`src/rtl/sram_ctrl_pkg.sv`:
```
package sram_ctrl_pkg;
  typedef enum logic [1:0] {
    CYC_IDLE  = 2'd0,
    CYC_READ  = 2'd1,
    CYC_WRITE = 2'd2
  } cyc_kind_t;
endpackage

```
`src/rtl/sram_in_reg.sv`:
```
module sram_in_reg
  import sram_ctrl_pkg::*;
#(
  parameter int ADDR_W = 6,
  parameter int LANES  = 4,
  parameter int LANE_W = 8
) (
  input  logic                      clk,
  input  logic                      rst_n,
  input  logic [ADDR_W-1:0]         addr_i,
  input  logic                      sel_a_n_i,
  input  logic                      sel_b_i,
  input  logic                      sel_c_n_i,
  input  logic                      all_wr_i,
  input  logic                      byte_wr_en_i,
  input  logic [LANES-1:0]          lane_wr_i,
  input  logic [LANES*LANE_W-1:0]   wdata_i,
  output cyc_kind_t                 kind_q,
  output logic [ADDR_W-1:0]         addr_q,
  output logic [LANES-1:0]          mask_q,
  output logic [LANES*LANE_W-1:0]   wdata_q
);
  localparam int WORD_W = LANES * LANE_W;

  logic             hit;
  logic [LANES-1:0] wmask;
  cyc_kind_t        kind_d;

  // chip-select decode: fixed polarities low / high / low
  assign hit = ~sel_a_n_i & sel_b_i & ~sel_c_n_i;

  always_comb begin
    if (all_wr_i)          wmask = {LANES{1'b1}};
    else if (byte_wr_en_i) wmask = lane_wr_i;
    else                   wmask = '0;
  end

  always_comb begin
    if (!hit)                         kind_d = CYC_IDLE;
    else if (all_wr_i | byte_wr_en_i) kind_d = CYC_WRITE;
    else                              kind_d = CYC_READ;
  end

  always_ff @(posedge clk or negedge rst_n) begin
    if (!rst_n) begin
      kind_q  <= CYC_IDLE;
      addr_q  <= '0;
      mask_q  <= '0;
      wdata_q <= {WORD_W{1'b0}};
    end else begin
      kind_q  <= kind_d;
      addr_q  <= addr_i;
      mask_q  <= wmask;
      wdata_q <= wdata_i;
    end
  end

  AST_DESEL_IS_IDLE: assert property (@(posedge clk) disable iff (!rst_n)
    (sel_a_n_i || !sel_b_i || sel_c_n_i) |=> (kind_q == CYC_IDLE));

  AST_GLOBAL_ALL_LANES: assert property (@(posedge clk) disable iff (!rst_n)
    (!sel_a_n_i && sel_b_i && !sel_c_n_i && all_wr_i)
      |=> (kind_q == CYC_WRITE && (&mask_q)));

  AST_PLAIN_IS_READ: assert property (@(posedge clk) disable iff (!rst_n)
    (!sel_a_n_i && sel_b_i && !sel_c_n_i && !all_wr_i && !byte_wr_en_i)
      |=> (kind_q == CYC_READ));
endmodule

```
`src/rtl/sram_lane_array.sv`:
```
module sram_lane_array #(
  parameter int ADDR_W = 6,
  parameter int LANES  = 4,
  parameter int LANE_W = 8
) (
  input  logic                      clk,
  input  logic                      wr_i,
  input  logic [ADDR_W-1:0]         addr_i,
  input  logic [LANES-1:0]          mask_i,
  input  logic [LANES*LANE_W-1:0]   wdata_i,
  output logic [LANES*LANE_W-1:0]   rdata_o
);
  localparam int DEPTH = 1 << ADDR_W;

  for (genvar l = 0; l < LANES; l++) begin : g_lane
    logic [LANE_W-1:0] store [DEPTH];

    always_ff @(posedge clk) begin
      if (wr_i && mask_i[l])
        store[addr_i] <= wdata_i[l*LANE_W +: LANE_W];
    end

    assign rdata_o[l*LANE_W +: LANE_W] = store[addr_i];
  end
endmodule

```
`src/rtl/sram_out_stage.sv`:
```
module sram_out_stage
  import sram_ctrl_pkg::*;
#(
  parameter int WORD_W = 32
) (
  input  logic              clk,
  input  logic              rst_n,
  input  cyc_kind_t         kind_i,
  input  logic [WORD_W-1:0] rdata_i,
  input  logic              out_en_i,
  output logic [WORD_W-1:0] dq_o,
  output logic              dq_oe_o
);
  logic [WORD_W-1:0] dout_q;
  logic              rd_vld_q;
  logic              mask_q;
  logic              prev_idle_q;
  logic              is_read;

  assign is_read = (kind_i == CYC_READ);

  always_ff @(posedge clk or negedge rst_n) begin
    if (!rst_n) begin
      dout_q      <= '0;
      rd_vld_q    <= 1'b0;
      mask_q      <= 1'b1;
      prev_idle_q <= 1'b1;
    end else begin
      if (is_read) dout_q <= rdata_i;
      rd_vld_q    <= is_read;
      mask_q      <= prev_idle_q;
      prev_idle_q <= (kind_i == CYC_IDLE);
    end
  end

  assign dq_o    = dout_q;
  assign dq_oe_o = out_en_i & rd_vld_q & ~mask_q;

  AST_DOUT_HOLD: assert property (@(posedge clk) disable iff (!rst_n)
    (kind_i != CYC_READ) |=> $stable(dq_o));

  AST_WRITE_NO_DRIVE: assert property (@(posedge clk) disable iff (!rst_n)
    (kind_i == CYC_WRITE) |=> !dq_oe_o);

  AST_FIRST_READ_MASKED: assert property (@(posedge clk) disable iff (!rst_n)
    (kind_i == CYC_READ && $past(kind_i) == CYC_IDLE) |=> !dq_oe_o);
endmodule

```
`src/rtl/sram_pipe_ctrl.sv`:
```
module sram_pipe_ctrl
  import sram_ctrl_pkg::*;
#(
  parameter int ADDR_W = 6,
  parameter int LANES  = 4,
  parameter int LANE_W = 8
) (
  input  logic                      clk,
  input  logic                      rst_n,
  input  logic [ADDR_W-1:0]         addr_i,
  input  logic                      sel_a_n_i,
  input  logic                      sel_b_i,
  input  logic                      sel_c_n_i,
  input  logic                      all_wr_i,
  input  logic                      byte_wr_en_i,
  input  logic [LANES-1:0]          lane_wr_i,
  input  logic [LANES*LANE_W-1:0]   wdata_i,
  input  logic                      out_en_i,
  output logic [LANES*LANE_W-1:0]   dq_o,
  output logic                      dq_oe_o
);
  localparam int WORD_W = LANES * LANE_W;

  cyc_kind_t         kind_q;
  logic [ADDR_W-1:0] addr_q;
  logic [LANES-1:0]  mask_q;
  logic [WORD_W-1:0] wdata_q;
  logic [WORD_W-1:0] rdata;

  sram_in_reg #(.ADDR_W(ADDR_W), .LANES(LANES), .LANE_W(LANE_W)) u_in (
    .clk          (clk),
    .rst_n        (rst_n),
    .addr_i       (addr_i),
    .sel_a_n_i    (sel_a_n_i),
    .sel_b_i      (sel_b_i),
    .sel_c_n_i    (sel_c_n_i),
    .all_wr_i     (all_wr_i),
    .byte_wr_en_i (byte_wr_en_i),
    .lane_wr_i    (lane_wr_i),
    .wdata_i      (wdata_i),
    .kind_q       (kind_q),
    .addr_q       (addr_q),
    .mask_q       (mask_q),
    .wdata_q      (wdata_q)
  );

  sram_lane_array #(.ADDR_W(ADDR_W), .LANES(LANES), .LANE_W(LANE_W)) u_array (
    .clk     (clk),
    .wr_i    (kind_q == CYC_WRITE),
    .addr_i  (addr_q),
    .mask_i  (mask_q),
    .wdata_i (wdata_q),
    .rdata_o (rdata)
  );

  sram_out_stage #(.WORD_W(WORD_W)) u_out (
    .clk      (clk),
    .rst_n    (rst_n),
    .kind_i   (kind_q),
    .rdata_i  (rdata),
    .out_en_i (out_en_i),
    .dq_o     (dq_o),
    .dq_oe_o  (dq_oe_o)
  );

  AST_RESET_QUIET: assert property (@(posedge clk)
    !rst_n |-> (!dq_oe_o && dq_o == '0));
endmodule

```
`config.mk`:
```
export PLATFORM = sky130hd
export DESIGN_NAME = sram_pipe_ctrl
export DESIGN_NICKNAME = d
export VERILOG_FILES = /design/src/rtl/sram_ctrl_pkg.sv /design/src/rtl/sram_in_reg.sv /design/src/rtl/sram_lane_array.sv /design/src/rtl/sram_out_stage.sv /design/src/rtl/sram_pipe_ctrl.sv
export SDC_FILE = /design/constraint.sdc
export NUM_CORES = 2
export LEC_CHECK = 0
export ABC_CLOCK_PERIOD_IN_PS = 6390
export BUFFER_PORTS_ARGS = -buffer_cell sky130_fd_sc_hd__buf_2
export CAP_MARGIN = 20
export CELL_PAD_IN_SITES_DETAIL_PLACEMENT = 1
export CELL_PAD_IN_SITES_GLOBAL_PLACEMENT = 1
export CORE_MARGIN = 5
export CORE_UTILIZATION = 55
export DETAILED_ROUTE_END_ITERATION = 16
export PLACE_DENSITY = 0.76
export REMOVE_ABC_BUFFERS = 1
export SLEW_MARGIN = 20
export SYNTH_ARGS = -nofsm -noshare
export SYNTH_HDL_FRONTEND = slang
export SYNTH_SLANG_ARGS = --single-unit
```
`constraint.sdc`:
```
create_clock -name clk -period 6.39 [get_ports clk]
set_input_delay 1.278 -clock clk [delete_from_list [all_inputs] [get_ports clk]]
set_output_delay 1.278 -clock clk [all_outputs]
set_load 0.005 [all_outputs]
```
Word-level counts from Yosys, hierarchy flattened
Memory sizes are Yosys's and may differ from the RTL's. A register that Yosys moved wholly into a read port is not among the register bits. Cells that the tools add are included.

Bits in registers: 47. Memory bits (writable): 2048. Input bits: 50. Output and inout bits: 33. Logic and storage cells: 42. Memories: 4.

Eq/ne operators: 2. Mux-type cells: 12. Bitwise gates (word level): 8. Reduce and logical (&&, ||, !) cells: 9.

Memories: u_array.g_lane[0].store (depth 64, bits a word 8, rd ports 1, clocked after Yosys merged registers in 1, write ports 1, line sram_lane_array.sv:16) `logic [LANE_W-1:0] store [DEPTH];`; u_array.g_lane[1].store (depth 64, bits a word 8, rd ports 1, clocked after Yosys merged registers in 1, write ports 1, line sram_lane_array.sv:16); u_array.g_lane[2].store (depth 64, bits a word 8, rd ports 1, clocked after Yosys merged registers in 1, write ports 1, line sram_lane_array.sv:16); u_array.g_lane[3].store (depth 64, bits a word 8, rd ports 1, clocked after Yosys merged registers in 1, write ports 1, line sram_lane_array.sv:16).

Operator list (count): $mux 1 (8); $mux 4 (2); $and 1x1->1 (4); $logic_and 1x1->1 (4); $logic_not 1->1 (4); $mux 2 (2); $not 1->1 (3); $eq 2x1->1 const B (1); $eq 2x2->1 const B (1); $logic_not 2->1 (1); $or 1x1->1 (1).

Longest topological paths before layout
Depth after elaboration: 4. Mapped depth: 12. Depth with buffers taken out: 6.

By module
From an unflattened synthesis, not the netlist that was laid out.

Cell total of the unflattened synthesis: 4552. Area total of the unflattened synthesis: 81276.7 µm².

By module, submodules not included: sram_lane_array (times used 1, cells an instance 4423, area each 78684.2 µm², seq. area each 61499.0 µm²); sram_out_stage (times used 1, cells an instance 76, area each 1421.4 µm², seq. area each 878.3 µm²); sram_in_reg (times used 1, cells an instance 52, area each 1157.4 µm², seq. area each 1101.1 µm²); sram_pipe_ctrl (times used 1, cells an instance 1, area each 13.8 µm², seq. area each 0.0 µm²).

Worst setup path before layout
OpenSTA, ideal clock, no wires.

Path kind: input -> output. Start point: input port out_en_i. End point: output port dq_oe_o. Arrival: 1412 ps. Data required time: 5112 ps. Path slack: 3700 ps. Cell stages on the path: 2. Buffers on the path: 0. Cells stage by stage: nand2_1 -> nor2_1.

Longest elaborated chain between the ends: 2.

Ends and longest elaborated chain: from (decl) (line sram_pipe_ctrl.sv:18) `input logic out_en_i,`; $and 1x1->1 (2 in series) (line sram_out_stage.sv:37) `assign dq_oe_o = out_en_i & rd_vld_q & ~mask_q;`; to (decl) (line sram_pipe_ctrl.sv:20) `output logic dq_oe_o`.

Every way passes these cells.

Worst setup path after layout
Start point: register u_in.addr_q[0]. End point: memory u_array.g_lane[2].store[57][4] (enable).

RTL lines: from (decl) (line sram_in_reg.sv:19) `output logic [ADDR_W-1:0] addr_q,`; from (signal assigned) (line sram_in_reg.sv:52) `addr_q <= addr_i;`; to (decl) (line sram_lane_array.sv:16).

No word-level cell before the write port.

==> impl_results.md <==
- Grt ovf: 0
- Sequential-to-total area share from yosys stat: 0.773
- Post-synth top area cell: edfxtp_1
- Hold crit path type: reg -> reg
- Async SR Flop Fraction: 0.0371
- Buf+Inv Stages, Crit Path: 2
- Hold wc startpoint: u_out.prev_idle_q
- Detail Placement HPWL: 163 mm
- Minimum clock period after layout: 4350 ps
- Max incr delay on CP: 830 ps
- First-pass GRT wire length: 384 mm
- RSZ-0062 raised after global routing: no
- Seq cells post-synth: 2127
- Worst setup path start: u_in.addr_q[0]
- Antenna violations before repair: 15
- Drt pass-1 iters: 6
- Critical path class: reg -> reg
- Crit path max fanout: 37
- RD Place Congestion: 0.884
- DR iter-0 viols: 7431
- Synth top area cells: edfxtp_1 (75%), mux4_2 (4.7%), mux2i_1 (2.5%)
- Sink Count: 2127
- Input/output buffers: 82
- Count of final setup violators: 0
- Core Region: 0.148 mm2
- Slew of the pin with the lowest slew margin: 1260 ps
- DIE AREA: 0.157 mm2
- Syn_area_per_cell: 18.1 um2
- Final Hold Vio Count: 0
- Worst Slack Setup Final: 2040 ps
- Cell internal pwr: 0.0227 W
- Final hold slack: 356 ps
- Latest clock arrival within the worst-skew pair: 860 ps
- Main synth FF type: edfxtp_1
- Worst clock skew: 37.2 ps
- Cells after synthesis: 4541
- Pin count of the biggest net entering global routing: 126
- Ports: 83
- CTS Hold Bufs: 0
- Via density per instance: 7.30
- Die span in y: 396 um
- Postcts setup bufs: 0
- P&R area growth vs syn: 11.1%
- Placement Setup Slack: 2160 ps
- P per Cell Area: 321 mW/mm2
- CTS H-tree depth: 4
- Global Route Usage Sum: 0.347
- Max clock buf depth: 3
- Die X: 396 um
- Clock network power share: 0.415
- Sw power: 0.00659 W
- Synth top area share: 0.749
- Crit path depth: 5
- WL per Instance: 40.8 um
- Row Count: 141
- Crit share post-route: 0.681
- Fill cells: 12.5k
- Comb pwr share: 0.055
- Routed WL: 275 mm
- Slowest cell on the critical path: nor2_1
- CP arrival: 4830 ps
- EDFF count, synth: 2048
- Switching Share: 0.225
- Ys Warns: 0
- Startpoint Class: flop
- Starting Density: 0.555
- R2r worst-path depth: 5
- Final Max Tran Viols: 0
- Setup_tns: 0 ps
- Synth Cell Area: 0.0821 mm2
- Crit path required time: 6860 ps
- Synth cell types: 67
- Worst vdd ir: 0.331 mV
- Final ANT Viol Nets: 0
- Root Driver: clkbuf_16
- Top delay family on crit path: simple AND/OR/NAND/NOR gates
- FMAX: 230 MHz
- P_leak: 28.8 nW
- CP Cell Sequence: clkinv_2 > nor3_2 > buf_4 > nand2_1 > nor2_1
- TritonCTS clock tree: yes
- Post-cts sizing count: 0
- Number of global-route vias before repair: 49.8k
- Clock-pin slew on the worst setup and hold paths: 70 ps
- Residual DRC: 0
- Total CTS buffers: 207
- Vias: 49.2k
- Share of cells above drive strength 1: 0.191
- Crit. End Element: flop
- Status: finished, final reports clean
- Max Cap Viol: 0
- Hold Crit Depth: 0
- Reg-to-Reg Start: u_in.addr_q[0]
- Layout Nets: 4673
- Sequential Power Share: 0.530
- Max transition margin: 0.157
-- layout by cell type, fill, tap and decap left out, types with 55 or more instances in the layout --
| cell type | instances |
|---|---|
| mux2_2 | 163 |
| a21oi_1 | 128 |
| edfxtp_1 | 2048 |
| o22ai_1 | 76 |
| mux4_2 | 173 |
| clkbuf_16 | 209 |
| nand2_1 | 164 |
| a221oi_1 | 203 |
| o21ai_0 | 111 |
| mux2i_1 | 204 |
| buf_2 | 81 |
| buf_4 | 106 |
| nor2_1 | 359 |
| clkbuf_1 | 55 |
| a22oi_1 | 141 |
-- cell families (layout without fill, tap and decap cells) --
| kind of cell | Yosys count | count (layout) | share of synthesized area |
|---|---|---|---|
| simple gates | 650 | 650 | 0.0325 |
| buf+inv | 328 | 586 | 0.0198 |
| other cells | 0 | 11 | 0 |
| flops | 2127 | 2127 | 0.773 |
| compound gates | 894 | 894 | 0.0795 |
| mux | 542 | 542 | 0.0950 |
-- cell type report --
| type | instances | area [um2] | share of cell area |
|---|---|---|---|
| sequential | 2127 | 63500 | 0.696 |
| tap | 1930 | 2410 | 0.0265 |
| inverter | 4 | 23.8 | 0.000261 |
| timing repair buffer | 197 | 1380 | 0.0152 |
| multi-input combinational | 2086 | 17200 | 0.189 |
| clock inverter | 112 | 1080 | 0.0119 |
| antenna | 11 | 27.5 | 0.000302 |
| clock buffer | 273 | 5560 | 0.0609 |
-- synthesized netlist by cell type, types with 76 or more instances --
master    count
o22ai_1      76
clkbuf_1    112
mux2i_1     204
o21ai_0     111
mux2_2      163
a221oi_1    203
a22oi_1     141
a21oi_1     128
buf_2       119
mux4_2      173
edfxtp_1   2048
dfrtp_1      77
nand2_1     167
nor2_1      384
-- path summary, 6_finish.rpt --
| check | endpoint | slack [ps] |
|---|---|---|
| min in group asynchronous | u_in.wdata_q[10] | 460 |
| worst min register to register | u_out.mask_q | 360 |
| worst max-delay path | u_array.g_lane[2].store[57][4] | 2040 |
| worst max register to register | u_array.g_lane[2].store[57][4] | 2040 |
| max in group asynchronous | u_in.wdata_q[26] | 4660 |
| worst min-delay path | u_out.mask_q | 360 |
-- power by group through the flow --
stage | clock network (W) | registers, W | logic, W
2_1_floorplan | 0 | 0.0159 | 0.000863
3_3_place_gp | 0 | 0.0158 | 0.00151
3_5_place_dp | 0 | 0.0158 | 0.00156
4_1_cts | 0.0122 | 0.0155 | 0.00158
5_1_grt | 0.0129 | 0.0155 | 0.00165
6_report | 0.0122 | 0.0155 | 0.00162
-- worst register-to-register path: stages (launching register included) --
cell and delay [ps]:
dfrtp_4 810, clkinv_2 660, nor3_2 540, buf_4 480, nand2_1 670, nor2_1 830
-- routing by layer --
layer	track usage	part of all wire
met1	0.452	0.35
met2	0.528	0.46
met3	0.0993	0.13
met4	0.196	0.068
met5	0	0.00027
-- stage by stage --
| stage | power, W | utilization | cell area (um2) | std cells |
|---|---|---|---|---|
| global placement | 0.0173 | 0.571 | 84500 | 6341 |
| floorplan | 0.0168 | - | 80500 | 4217 |
| global route | 0.0300 | 0.616 | 91200 | 6730 |
| detailed placement | 0.0173 | 0.571 | 84500 | 6343 |
| finish | 0.0293 | 0.616 | 91200 | 6740 |
| CTS | 0.0292 | 0.616 | 91200 | 6728 |
-- registers in the layout, indices dropped and copies added (netlist names) --
name                  cells
u_array.g_lane.store   2048
u_in.wdata_q             32
u_out.dq_o               32
u_in.addr_q               6
u_in.mask_q               4
u_in.kind_q               2
u_out.mask_q              1
u_out.prev_idle_q         1
u_out.rd_vld_q            1
Power figures use the tool's default switching activity.
